`src/rtl/dma_addr_gen.sv`:
```
module dma_addr_gen #(
  parameter int PAGE_W    = 8,
  parameter int CH_W      = 3,
  parameter int CASCADE_CH = 4
) (
  input  logic                clk,
  input  logic                rst_n,
  input  logic                prog_start,
  input  logic [CH_W-1:0]     prog_ch,
  input  logic [1:0]          prog_mode,
  input  logic [15:0]         prog_base,
  input  logic [PAGE_W-1:0]   prog_page,
  input  logic [15:0]         prog_count,
  input  logic                next_load,
  input  logic [15:0]         next_base,
  input  logic [PAGE_W-1:0]   next_page,
  input  logic [15:0]         next_count,
  input  logic                advance,
  output logic [PAGE_W+15:0]  addr,
  output logic                active,
  output logic                done,
  output logic                tc,
  output logic                chain_req,
  output logic                next_valid
);
  localparam logic [1:0] M_RING  = 2'd1;
  localparam logic [1:0] M_CHAIN = 2'd2;

  logic [15:0]       cur_lo, cnt, base_lo, base_cnt, nx_lo, nx_cnt;
  logic [PAGE_W-1:0] cur_pg, base_pg, nx_pg;
  logic [1:0]        mode;

  wire start_ok = prog_start && (prog_ch != CH_W'(CASCADE_CH));
  wire step     = active && advance && !start_ok;
  wire at_tc    = step && (cnt == 16'd0);

  assign addr = {cur_pg, cur_lo};

  always_ff @(posedge clk) begin
    if (!rst_n) begin
      cur_lo <= '0; cur_pg <= '0; cnt <= '0;
      base_lo <= '0; base_pg <= '0; base_cnt <= '0;
      nx_lo <= '0; nx_pg <= '0; nx_cnt <= '0;
      mode <= '0; active <= 1'b0; done <= 1'b0;
      tc <= 1'b0; chain_req <= 1'b0; next_valid <= 1'b0;
    end else begin
      tc        <= at_tc;
      chain_req <= 1'b0;
      if (next_load) begin
        nx_lo <= next_base; nx_pg <= next_page; nx_cnt <= next_count;
        next_valid <= 1'b1;
      end
      if (start_ok) begin
        cur_lo <= prog_base; cur_pg <= prog_page; cnt <= prog_count;
        base_lo <= prog_base; base_pg <= prog_page; base_cnt <= prog_count;
        mode <= prog_mode; active <= 1'b1; done <= 1'b0;
      end else if (at_tc) begin
        if (mode == M_RING) begin
          cur_lo <= base_lo; cur_pg <= base_pg; cnt <= base_cnt;
        end else if (mode == M_CHAIN && next_valid) begin
          cur_lo <= nx_lo; cur_pg <= nx_pg; cnt <= nx_cnt;
          chain_req <= 1'b1;
          if (!next_load) next_valid <= 1'b0;
        end else begin
          active <= 1'b0; done <= 1'b1;
        end
      end else if (step) begin
        cur_lo <= cur_lo + 16'd1;
        cnt    <= cnt - 16'd1;
      end
    end
  end

  a_r3_cascade_refused: assert property (@(posedge clk) disable iff (!rst_n)
    (prog_start && prog_ch == CH_W'(CASCADE_CH) && !active && !done) |=> (!active && !done));

  a_r4_step_up: assert property (@(posedge clk) disable iff (!rst_n)
    (active && advance && !prog_start && cnt != 16'd0) |=>
      (addr[15:0] == $past(addr[15:0]) + 16'd1));

  a_r5_page_hold: assert property (@(posedge clk) disable iff (!rst_n)
    (active && advance && !prog_start && cnt != 16'd0) |=> $stable(addr[PAGE_W+15:16]));

  a_r6_tc_after_active: assert property (@(posedge clk) disable iff (!rst_n)
    $rose(tc) |-> $past(active));

  a_r7_done_idle: assert property (@(posedge clk) disable iff (!rst_n)
    done |-> !active);

  a_r9_chain_with_tc: assert property (@(posedge clk) disable iff (!rst_n)
    chain_req |-> (tc && active));

  a_r10_idle_frozen: assert property (@(posedge clk) disable iff (!rst_n)
    (!active && !prog_start) |=> $stable(addr));
endmodule

```
`config.mk`:
```
export PLATFORM = sky130hd
export DESIGN_NAME = dma_addr_gen
export DESIGN_NICKNAME = d
export VERILOG_FILES = /design/src/rtl/dma_addr_gen.sv
export SDC_FILE = /design/constraint.sdc
export NUM_CORES = 1
export LEC_CHECK = 0
export CAP_MARGIN = 25
export CELL_PAD_IN_SITES_DETAIL_PLACEMENT = 1
export CELL_PAD_IN_SITES_GLOBAL_PLACEMENT = 2
export CORE_MARGIN = 2
export CORE_UTILIZATION = 34
export CTS_BUF_LIST = sky130_fd_sc_hd__clkbuf_8
export DETAILED_ROUTE_END_ITERATION = 10
export PLACE_DENSITY = 0.89
export RECOVER_POWER = 100
export SETUP_SLACK_MARGIN = 0.05
export SLEW_MARGIN = 20
export SYNTH_ARGS = -nofsm -noshare
export SYNTH_HDL_FRONTEND = slang
export SYNTH_SLANG_ARGS = --single-unit
```
`constraint.sdc`:
```
create_clock -name clk -period 7.8 [get_ports clk]
set_input_delay 1.56 -clock clk [delete_from_list [all_inputs] [get_ports clk]]
set_output_delay 1.56 -clock clk [all_outputs]
set_load 0.005 [all_outputs]
```
==> flow_metrics.py <==
metrics = {
    "timing": {
        "fin_hold_ws_ns": 0.453,
        "drv_slew": 133,
        "tightestPinTransition_ns": 1.87,
        "finClkSkew_ns": 0.00847,
        "fmax_mhz": 177,
        "slew_headroom_pct": -24.4,
        "finalSetupTns_ns": 0,
        "hold_viol_final": 0,
        "setup_ws_ns": 2.15,
        "period_needed_ns": 5.65,
        "rsz0062_at_grt": "false",
        "fin_crit_sh_pct": 72.4,
        "finalSetupViolCount": 0,
    },
    "logic_synthesis": {
        "synth.top_cell.area_share_pct": 41.3,
        "syn_inst": 729,
        "syn_area_mm2": 0.00616,
        "synth_top_cell_by_area": "dfxtp_1",
        "avgSynthCellArea_um2": 8.45,
        "yosysMostFrequentCell": "dfxtp_1",
        "ys_seq_area_share_pct": 41.3,
        "synth_warnings": 0,
        "synthTopCellsByArea": "dfxtp_1, mux2i_1, nand2_1, a21oi_1, nor2_1",
        "ys_ff_latch": 127,
        "synth_flop_cell": "dfxtp_1",
        "synth_cell_types": 63,
        "synth-edff-count": 0,
        "async_reset_ff_share_pct": 0,
        "syn_nets": 822,
        "netlist_top_cells_count": "dfxtp_1, nand2_1, a21oi_1",
    },
    "setup_path": {
        "critPathLaunchType": "input pin",
        "crit_family": "buffers and inverters",
        "path_buf_inv": 4,
        "end_kind": "flip-flop",
        "crit_arrival_ns": 5.97,
        "critPathKind": "in -> reg",
        "crit_required_ns": 8.12,
        "crit_path_max_incr_delay_ns": 1.21,
        "critPathMaxFanout": 83,
        "cp_cell_sequence": "dlygate4sd3_1 -> clkbuf_1 -> inv_1 -> clkbuf_2 -> o311ai_0",
        "r2r_slack_ns": 3.54,
        "crit_slowest_cell": "clkbuf_1",
    },
    "die": {
        "num_rows": 49,
        "ios": 119,
        "die_w_um": 139,
        "start_util_pct": 34.4,
        "die_h_um": 139,
        "core_mm2": 0.0179,
        "die-area_mm2": 0.0192,
    },
    "detailed_routing": {
        "drc_errors": 0,
        "ant_nets": 0,
        "num_vias": 5863,
        "drt_first_pass_iters": 6,
        "wl_per_cell_um": 18.9,
        "avgViaCountPerCell": 5.51,
        "drt_wl_total_um": 20200,
        "drtIter0Drc": 310,
    },
    "outcome": {
        "status": "complete, but fails checks",
        "violations": "max-capacitance violations, max-slew violations",
    },
    "power": {
        "clkPwrFrac_pct": 35.4,
        "power.total_mw": 1.59,
        "sw_frac_of_total_pct": 31.6,
        "power_density_mw_per_mm2": 204,
        "p_sw_mw": 0.504,
        "seq_power_share_pct": 45.8,
        "comb_power_share_pct": 18.8,
        "p_int_mw": 1.09,
        "p_leak_nw": 3.14,
        "ir_drop_v": 0.000115,
    },
    "finish": {
        "fillers": 2113,
        "synthToLayoutAreaGrowth_pct": 26.9,
        "nets": 916,
        "drive_gt1_share_pct": 8.01,
        "final_area_mm2": 0.00782,
        "instances_no_fill": 1065,
        "insertedDiodeCount": 0,
        "fin_util_pct": 43.7,
    },
    "placement": {
        "dp_hpwl_um": 13500,
        "place_area_mm2": 0.00749,
        "gp_routability_congestion": 0.850,
        "dp_slack_ns": 2.92,
        "place_inst": 1032,
        "numPortBuffers": 118,
    },
    "cts": {
        "clk-insertion-delay-late_ns": 0.46,
        "root_buffer": "clkbuf_8",
        "ctsHtreeMaxLevel": 4,
        "cts_buffers": 17,
        "clk_path_buf_depth": 2,
        "cts_sinks": 127,
        "cts_tree": "done",
        "cts_resized": 0,
        "path_clk_slew_ns": 0.09,
        "hold_buffers": 0,
        "cts_setup_buffers": 0,
    },
    "hold_path": {
        "min_path_type": "reg -> reg",
    },
    "grt": {
        "grt_usage_pct": 20.9,
        "grt_pass1_vias": 6180,
        "grt_overflow": 0,
        "antenna_found_initial": 0,
        "grt_max_degree": 84,
        "grt_pass1_wl_um": 32400,
    },
    "job": {
        "drv_cap": 3,
    },
}
final cells by class:
cell class,instances,area [um^2],area share (%)
multi-input combinational,536,3320,42.5
sequential,127,2540,32.5
timing repair buffer,129,1240,15.9
tap,229,287,3.66
clock buffer,17,234,2.99
clock inverter,15,148,1.89
inverter,12,45.0,0.576
routing by layer:
layer  track usage, %  up-vias  routed length, um
li1                 -     2825                  -
met1             26.9     2869               9320
met2             36.3      151               9740
met3             4.45       18                949
met4             4.84        0                174
met5                0        -                  0
placed cells by master (no fill, tap or decap), drive strengths merged, types with 4 or more instances in the layout:
master	Yosys	layout
a21oi	74	74
a31oi	12	12
a32o	4	4
and2	4	4
and3	4	4
buf	18	8
clkbuf	36	21
clkdlybuf4s50	0	85
clkinv	0	5
dfxtp	127	127
dlygate4sd3	0	32
inv	12	20
mux2	15	15
mux2i	68	68
nand2	125	125
nand2b	4	4
nand3	24	24
nor2	63	63
nor3	13	13
o211ai	14	14
o21a	6	6
o21ai	18	18
o221ai	4	4
o31a	4	4
o32ai	15	15
or3	7	7
kinds of logic (layout without fill, tap and decap cells):
kind of cell,after synthesis,count (layout),synth area share (%)
simple gates,261,261,18.5
compound gates,183,183,20.6
flops,127,127,41.3
mux,83,83,13.8
buf+inv,66,173,4.41
xor+xnor,6,6,0.853
fa+ha+maj,3,3,0.609
tightest hold or removal path: stages, from the launching register on:
cell,delay [ns]
dfxtp_1,0.31
nand2_1,0.05
a21oi_1,0.05
final timing paths:
kind                                from                      to  cells past startpoint
hold reg to reg   cur_pg[3]$_SDFFE_PN0P_  cur_pg[3]$_SDFFE_PN0P_                      2
hold / removal    cur_pg[3]$_SDFFE_PN0P_  cur_pg[3]$_SDFFE_PN0P_                      2
setup / recovery                   rst_n  cur_lo[6]$_SDFFE_PN0P_                      5
setup reg to reg     cnt[2]$_SDFFE_PN0P_  cur_lo[6]$_SDFFE_PN0P_                      6
sequential cells by signal (all words and copies together) (netlist names), 2 cells and up:
signal and count:
base_cnt 16, base_lo 16, cnt 16, cur_lo 16
nx_cnt 16, nx_lo 16, base_pg 8, cur_pg 8
nx_pg 8, mode 2
power by group through the flow:
stage / Clock, mW / Sequential (mW) / Combinational (mW)
after floorplan: 0 / 0.733 / 0.182
after global placement: 0 / 0.742 / 0.298
after detailed placement: 0 / 0.744 / 0.306
after CTS: 0.578 / 0.729 / 0.308
after global routing: 0.608 / 0.735 / 0.330
final: 0.563 / 0.729 / 0.300
No activity file was read; power rests on OpenSTA's default activity.
